--- config.mk ---
export PLATFORM = sky130hd
export DESIGN_NAME = node_id_reg
export DESIGN_NICKNAME = d
export VERILOG_FILES = /design/src/rtl/node_id_pkg.sv /design/src/rtl/wo_field.sv /design/src/rtl/id_gate.sv /design/src/rtl/node_id_reg.sv
export SDC_FILE = /design/constraint.sdc
export NUM_CORES = 1
export LEC_CHECK = 0
export CORE_ASPECT_RATIO = 1.75
export CORE_UTILIZATION = 40
export CTS_CLUSTER_DIAMETER = 100
export DETAILED_ROUTE_END_ITERATION = 10
export HOLD_SLACK_MARGIN = 0.1
export PLACE_DENSITY = 0.78
export SLEW_MARGIN = 20
export SYNTH_ARGS = -nofsm -noshare
export SYNTH_HDL_FRONTEND = slang
export SYNTH_SLANG_ARGS = --single-unit
--- constraint.sdc ---
create_clock -name clk -period 2.6 [get_ports clk]
set_clock_uncertainty 0.1 [all_clocks]
set_input_delay 0.26 -clock clk [delete_from_list [all_inputs] [get_ports clk]]
set_output_delay 0.26 -clock clk [all_outputs]
set_load 0.02 [all_outputs]
--- src/rtl/node_id_pkg.sv ---
package node_id_pkg;
  localparam int VEND_W  = 24;
  localparam int CHIPH_W = 8;
  localparam int CHIPL_W = 32;
  localparam int NFLD    = 3;
  localparam int REG_W   = 32;
  localparam int ID_W    = VEND_W + CHIPH_W + CHIPL_W;

  // field width by index: 0 vendor, 1 chip high, 2 chip low
  function automatic int fld_w(input int i);
    case (i)
      0:       return VEND_W;
      1:       return CHIPH_W;
      default: return CHIPL_W;
    endcase
  endfunction

  // field lsb inside the 64-bit identifier
  function automatic int fld_lsb(input int i);
    case (i)
      0:       return CHIPH_W + CHIPL_W;
      1:       return CHIPL_W;
      default: return 0;
    endcase
  endfunction
endpackage

--- src/rtl/wo_field.sv ---
module wo_field #(
  parameter int W = 8
) (
  input  logic         clk,
  input  logic         rst,
  input  logic         ld_en,
  input  logic [W-1:0] ld_val,
  input  logic         host_en,
  input  logic [W-1:0] host_val,
  output logic [W-1:0] val,
  output logic         done
);
  always_ff @(posedge clk) begin
    if (rst) begin
      val  <= '0;
      done <= 1'b0;
    end else if (!done) begin
      if (ld_en) begin
        val  <= ld_val;
        done <= 1'b1;
      end else if (host_en) begin
        val  <= host_val;
        done <= 1'b1;
      end
    end
  end
endmodule

--- src/rtl/id_gate.sv ---
module id_gate #(
  parameter int NF   = 3,
  parameter int ID_W = 64
) (
  input  logic            clk,
  input  logic            rst,
  input  logic [NF-1:0]   done,
  input  logic [ID_W-1:0] id,
  input  logic            link_req,
  output logic            id_valid,
  output logic            link_en
);
  logic ok;
  assign ok = (&done) && (|id);

  always_ff @(posedge clk) begin
    if (rst) begin
      id_valid <= 1'b0;
      link_en  <= 1'b0;
    end else begin
      id_valid <= ok;
      link_en  <= link_req && ok;
    end
  end
endmodule

--- src/rtl/node_id_reg.sv ---
module node_id_reg
  import node_id_pkg::*;
#(
  parameter int                ADDR_W = 8,
  parameter logic [ADDR_W-1:0] HI_OFS = 8'h24,
  parameter logic [ADDR_W-1:0] LO_OFS = 8'h28
) (
  input  logic              clk,
  input  logic              hw_rst,
  input  logic              host_wr,
  input  logic [ADDR_W-1:0] host_addr,
  input  logic [REG_W-1:0]  host_wdata,
  input  logic [ADDR_W-1:0] rd_addr,
  output logic [REG_W-1:0]  rd_data,
  input  logic              ld_valid,
  input  logic [1:0]        ld_sel,
  input  logic [REG_W-1:0]  ld_data,
  input  logic              link_en_req,
  output logic [REG_W-1:0]  id_hi,
  output logic [REG_W-1:0]  id_lo,
  output logic              id_valid,
  output logic              link_en
);
  logic [ID_W-1:0] id;
  logic [NFLD-1:0] done;

  for (genvar g = 0; g < NFLD; g++) begin : g_fld
    localparam int W    = fld_w(g);
    localparam int LSB  = fld_lsb(g);
    localparam int DLSB = LSB % REG_W;
    localparam logic [ADDR_W-1:0] OFS = (LSB >= REG_W) ? HI_OFS : LO_OFS;

    wo_field #(.W(W)) u_fld (
      .clk      (clk),
      .rst      (hw_rst),
      .ld_en    (ld_valid && (ld_sel == 2'(g))),
      .ld_val   (ld_data[W-1:0]),
      .host_en  (host_wr && (host_addr == OFS)),
      .host_val (host_wdata[DLSB +: W]),
      .val      (id[LSB +: W]),
      .done     (done[g])
    );
  end

  assign id_hi = id[ID_W-1:REG_W];
  assign id_lo = id[REG_W-1:0];

  always_ff @(posedge clk) begin
    if (hw_rst)                rd_data <= '0;
    else if (rd_addr == HI_OFS) rd_data <= id_hi;
    else if (rd_addr == LO_OFS) rd_data <= id_lo;
    else                        rd_data <= '0;
  end

  id_gate #(.NF(NFLD), .ID_W(ID_W)) u_gate (
    .clk      (clk),
    .rst      (hw_rst),
    .done     (done),
    .id       (id),
    .link_req (link_en_req),
    .id_valid (id_valid),
    .link_en  (link_en)
  );
endmodule

==> impl_results.md, run 1 <==
* Die Y at roughly 140 µm
* Post-synth ARST share at 0%
* Worst IR Drop VDD at 0.3534 mV
* DP Area at around 0.0065 mm²
* Worst EP arrival at approximately 2.2 ns
* Vias at 4,255
* Worst path max stage delay at between 0.4 and 0.5 ns
* Top delay family on crit path: buffers and inverters
* Antenna Cells at 0
* Max_cap viols at 0
* Yosys warnings at 0
* First-pass GRT wire length at 22.28 mm
* Clock network fraction of total power at between 30 and 40%
* Nets at 702
* Syn Std Cell Area at 0.004481 mm²
* CP Class: in2reg
* Slew @ Worst Pin at 0.5374 ns
* Unrepaired setup endpoints after global routing: false
* Via/cell ratio at between 5 and 6
* Resized cells post-CTS at 0
* Post-synthesis sequential element count at about 100
* Sequential area share after synthesis at 45.13%
* Worst-path clk slew at 0.07 ns
* Hpwl dp at roughly 11 mm
* Switching share of total power at 25.89%
* Comb pwr share at 17.1%
* Grt total ovfl at 0
* Setup_tns at 0 ns
* Final hold violations at 0
* CP max FO at 64
* Synthesized instance count at 446
* P_sw at 979.3 µW
* Post-CTS Setup Repair Bufs at 0
* Fin. max-slew vios at 0
* Final instance area at slightly below 0.007 mm²
* Root Buffer: clkbuf_16
* Area grow syn2layout at 51.72%
* Max_slew headroom at 63.85%
* Die area at about 0.012 mm²
* Final min period at 2.062 ns
* # IOs at 185
* Rows at 50
* Cts hold-fix bufs at 0
* # fillers at 940
* FMAX at a little under 500 MHz
* Power share of the sequential group at 44.3%
* Internal power at 2.804 mW
* Top cell type's share of synthesized area at 45.13%
* Cell variety after synth at 30
* Worst setup EP type: register
* Synth cell count leaders: dfxtp_1, nor2_1, mux2i_1, a211oi_1, a22oi_1
* Status: completed
* Initial core utilization at 41.40%
* Die span in x at 82.01 µm
* Fin crit share at 79.30%
* Area leader, netlist: dfxtp_1
* GPL Wtd Cong at 0.8332
* Core area at about 0.011 mm²
* Initial antenna violation count at 0
* WL per Instance at 19.79 µm
* Initial DRC Count at roughly 260
* Min-Delay Path Class: in2reg
* P_leak at 2.484 nW
* Clk Latency, worst-skew pair at 0.34 ns
* Sequential Area at 0.002022 mm²
* CTS tree: done
* Worst path bufs/invs at 2
* Final setup vio count at 0
* CP max stage cell: nand4bb_1
* Startpoint Class: input port
* Pre-Repair DR Iteration Count at 5
* Vias in the first global route at just over 4,000
* Final ANT Viol Nets at 0
* Routed WL at 14.84 mm
* Max Root-Sink Buffers at 2
* Synth top area cells: dfxtp_1, mux2i_1, nor2_1, a211oi_2, a211oi_1
* Cell Pwr Density at around 560 mW/mm²
* Layout cell share with drive strength beyond 1 at 10.65%
* Worst Path Required at 2.77 ns
* Post-Syn Nets at 533
* CTS Buf Count at 9
* Syn_area_per_cell at approximately 10 µm²
* Top FF cell, synth: dfxtp_1
* Number of H-tree levels at 3
* Input/output buffers at 184
* Tot GR Track Use at 26.08%
* Area of the multi-input gates at 0.002287 mm²
* Crit-path cells: clkdlybuf4s50_1 -> nand4bb_1 -> o32ai_4 -> buf_12 -> nor2_1 -> a211oi_2
* Drc violations at 0
* Largest net degree at the start of global routing at between 60 and 70
* CTS sink count at 101
* Post-synth EDFFs at 0
through the flow:
step | worst slack, ns | hold slack (ns) | power, mW | cells | utilization [%]
after global routing | 0.4294 | 0.2266 | 3.919 | 750 | 62.81
after CTS | 0.5290 | 0.2134 | 3.793 | 750 | 62.81
after floorplan | 0.7752 | 0.3255 | 2.007 | 446 | -
after global placement | 0.2902 | 0.4217 | 2.344 | 734 | 59.79
after detailed placement | 0.1665 | 0.4276 | 2.357 | 734 | 59.79
final | 0.5383 | 0.2218 | 3.783 | 750 | 62.81
worst register-to-register path, delay by kind of cell (launching register included):
family                 cells  cell delay [ns]
buffers and inverters      1             0.34
AO/OA/AOI/OAI              2             0.47
AND/OR/NAND/NOR            2             0.63
flip-flops                 1             0.35
flip-flops by register name, summed over array words and instances (netlist names):
| name | count |
|---|---|
| g_fld.u_fld.done | 3 |
| rd_data | 32 |
| u_gate.link_en | 1 |
| u_gate.id_valid | 1 |
| g_fld.u_fld.val | 64 |
metal layers:
metal | vias up | global-route usage [%] | part of all wire (%)
li1 | 2001 | - | -
met1 | 2069 | 28.45 | 36
met2 | 154 | 47.32 | 56
met3 | 31 | 4.038 | 4.8
met4 | 0 | 12.37 | 3.3
met5 | - | 0 | 0
path summary, 6_finish.rpt:
check	startpoint	endpoint	slack, ns	cells past startpoint
worst max-delay path	host_addr[6]	g_fld[2].u_fld.val[17]	0.54	6
worst min-delay path	hw_rst	g_fld[2].u_fld.done	0.22	2
worst max register to register	g_fld[2].u_fld.done	g_fld[2].u_fld.val[17]	0.64	5
worst min register to register	g_fld[1].u_fld.val[0]	g_fld[1].u_fld.val[0]	0.44	2
cells in the final DEF (no fill, tap or decap), types with 3 or more instances in the layout:
master and n:
clkdlybuf4s50_1 183, nor2_1 101, dfxtp_1 101, mux2i_1 64, a211oi_1 36, a22oi_1 32, a211oi_2 28, nor4_1 17
clkbuf_16 9, buf_4 8, buf_12 5, or3b_2 4, nand4_1 4, o32ai_4 3
final cells by class:
cell class	instances	share of cell area (%)
Inverter	2	0.1104
Tap cell	130	2.393
Timing Repair Buffer	196	29.30
Multi-Input combinational cell	305	33.65
Clock buffer	11	3.571
Clock inverter	5	1.233
Sequential cell	101	29.74
cell families (layout without fill, tap and decap cells):
family / count (synthesis) / in the layout / share of synthesized area (%)
compound gates: 102 / 102 / 21.08
buf+inv: 40 / 214 / 4.775
flops: 101 / 101 / 45.13
mux: 64 / 64 / 14.30
simple gates: 139 / 139 / 14.72
power by group through the flow:
stage / combinational, mW / clock, mW / sequential (mW)
6_report: 0.648 / 1.46 / 1.68
5_1_grt: 0.688 / 1.55 / 1.68
4_1_cts: 0.649 / 1.47 / 1.68
3_5_place_dp: 0.646 / 0 / 1.71
3_3_place_gp: 0.633 / 0 / 1.71
2_1_floorplan: 0.255 / 0 / 1.75
Power figures use the tool's default switching activity.
==> inputs of run 2 (changes only) <==
Settings changed: CORE_UTILIZATION 40 to 39, PLACE_DENSITY 0.78 to 0.79.
Clock period 2.6 ns to 1.7 ns, I/O delays scaled along.
==> run 2 against run 1 <==
The run now ends with negative setup slack left. Register-to-register slack got worse by 0.85 ns. Via count increased by 22%. Flip-flop and latch count unchanged. Final area increased by 22%. Core utilization increased by 11 points. Wire length increased by 43%. Global-route usage increased by 5.2 points. Non-clock buffer count increased by 82. Highest routed layer unchanged.
==> impl_results.md, run 2 (synthesized netlist as in run 1, its figures left out) <==
* Worst R2R Start: g_fld[2].u_fld.done
* Nets at 784 (+12%)
* Routed WL at 21.21 mm (+43%)
* Worst setup EP type: register
* Worst EP arrival at 2.04 ns (-0.19 ns)
* Max Root-Sink Buffers at 2 (unchanged)
* Final hold violations at 0 (unchanged)
* First-pass GRT wire length at 28.32 mm (+27%)
* Largest Register: g_fld.u_fld.val
* Die span in x at 83.03 µm (+1.2%)
* Commonest non-fill, non-tap cell in the layout: clkdlybuf4s50_1
* Min-Delay Path Class: in2reg
* Max_cap viols at 0 (unchanged)
* Failing checks: negative setup slack
* WL per Instance at 25.43 µm (+29%)
* Worst IR Drop VDD at 0.5345 mV (+51%)
* CP max FO at 8 (-88%)
* Fin. max-slew vios at 0 (unchanged)
* Tot GR Track Use at 31.27% (+5.2 points)
* Sequential Area at 0.002027 mm² (+0.25%)
* Startpoint Class: register
* CP Class: reg2reg
* Initial core utilization at 40.12% (-1.3 points)
* PnR worst setup slack at -0.2106 ns (-0.7489 ns)
* Area of the multi-input gates at 0.002597 mm² (+14%)
* Initial DRC Count at 465 (+81%)
* CTS sink count at 101 (unchanged)
* FMAX at 523.4 MHz
* Max_slew headroom at 66.35% (+2.5 points)
* Number of H-tree levels at 3 (unchanged)
* Number of flip-flops in the largest register at 64 (unchanged)
* Antenna Cells at 0 (unchanged)
* Final Non-Filler Cells at 834 (+11%)
* CTS Buf Count at 9 (unchanged)
* Vias at 5,179 (+22%)
* Root Buffer: clkbuf_16
* Die area at 0.01194 mm² (+2.5%)
* Pre-Repair DR Iteration Count at 4 (-1)
* Rows at 51 (+2.0%)
* # fillers at 678 (-28%)
* Core area at 0.01117 mm² (+3.2%)
* Die Y at 143.8 µm (+1.3%)
* Vias in the first global route at 5,139 (+24%)
* Cell Pwr Density at 754.9 mW/mm² (+36%)
* Placed Instances at 787 (+7.2%)
* GPL Wtd Cong at 0.8144 (-2.3%)
* Commonest non-fill, non-tap cells in the layout: clkdlybuf4s50_1, dfxtp_1, nor2_1
* Slew @ Worst Pin at 0.5001 ns (-0.03725 ns)
* Area grow syn2layout at 84.84%
* Grt total ovfl at 0 (unchanged)
* Clk Latency, worst-skew pair at 0.35 ns (about the same)
* Input/output buffers at 184 (unchanged)
* Final setup vio count at 64 (+64)
* Drc violations at 0 (unchanged)
* Initial antenna violation count at 0 (unchanged)
* Top flop regs: g_fld.u_fld.val x64, rd_data x32, g_fld.u_fld.done x3
* Unrepaired setup endpoints after global routing: true
* Post-layout util at 74.16% (+11 points)
* Layout cell share with drive strength beyond 1 at 29.49% (+19 points)
* Crit path from: g_fld[2].u_fld.done
* Via/cell ratio at 6.210 (+9.5%)
* CTS tree: done
* Worst Path Required at 1.83 ns (-0.94 ns)
* Final ANT Viol Nets at 0 (unchanged)
* Worst-path clk slew at 0.07 ns (about the same)
* Largest net degree at the start of global routing at 54 (-17%)
* # IOs at 185 (unchanged)
* Hpwl dp at 12.29 mm (+9.8%)
* Hold Crit Start: link_en_req
* Fin crit share at 112.4%
* P_leak at 3.883 nW (+56%)
* Final min period at 1.911 ns
* Status: finished with violations
-- run 2: changes by cell type in the layout (fill, tap and decap cells not counted), sizes merged --
cell	change
inv	+1
dlymetal6s2s	+41
dlygate4sd3	+1
clkinvlp	-1
clkdlybuf4s50	-62
clkbuf	+7
dlygate4sd2	+21
buf	+74
-- run 2: final cells by class --
| cell class | instances | area share, % |
|---|---|---|
| repair buffers | 278 | 38.04 |
| multi-input cells | 305 | 31.36 |
| flip-flops and latches | 101 | 24.47 |
| clock buffers | 11 | 3.052 |
| well taps | 132 | 1.994 |
| clock inverters | 5 | 0.9820 |
| inverters | 2 | 0.09065 |
-- run 2: through the flow --
stage / TNS, ns / total power [mW] / hold WS [ns] / instance area, µm² / setup WS [ns]
floorplan: -1.243 / 3.074 / 0.2355 / 4519 / -0.04241
global placement: -37.79 / 3.706 / 0.4152 / 6945 / -0.4473
detailed placement: -44.20 / 3.731 / 0.4222 / 6945 / -0.5549
CTS: -4.486 / 6.092 / 0.2656 / 7856 / -0.1297
global route: -5.422 / 6.398 / 0.3041 / 8282 / -0.2706
finish: -3.300 / 6.252 / 0.2843 / 8282 / -0.2106
-- run 2: layer usage --
layer / share of wire [%] / vias up / track usage, %
met5: 0 / - / 0
met4: 6.7 / 0 / 18.60
met3: 7.3 / 114 / 7.065
met2: 52 / 371 / 58.76
met1: 34 / 2526 / 31.13
li1: - / 2168 / -
-- run 2: worst max-delay path: stages (launching register included) --
cell and delay, ns:
dfxtp_2 0.32, or3b_4 0.38, o32ai_4 0.32, buf_12 0.21, buf_6 0.12, nor2_1 0.05, a211oi_1 0.28
-- run 2: worst paths after layout --
path                                 end  slack (ns)  depth (start not counted)
setup / recovery  g_fld[2].u_fld.val[31]       -0.21                          6
hold / removal            u_gate.link_en        0.28                          2
setup reg to reg  g_fld[2].u_fld.val[31]       -0.21                          6
hold reg to reg    g_fld[1].u_fld.val[0]        0.45                          2
-- run 2: where the power goes --
part | switching (mW) | total (mW) | leakage, nW | internal, mW
logic | 0.691 | 1.39 | 2.90 | 0.695
clock network | 0.937 | 2.31 | 0.162 | 1.37
registers | 0.102 | 2.55 | 0.823 | 2.45
-- run 2: repair_timing --
item / CTS / global route
pin swaps: 16 / 39
endpoints found under the hold margin: 13 / 0
cloned: 11 / 7
setup buffers: 11 / 5
endpoints found under the setup margin: 109 / 126
resized for setup: 69 / 86
hold buffers: 1 / 0
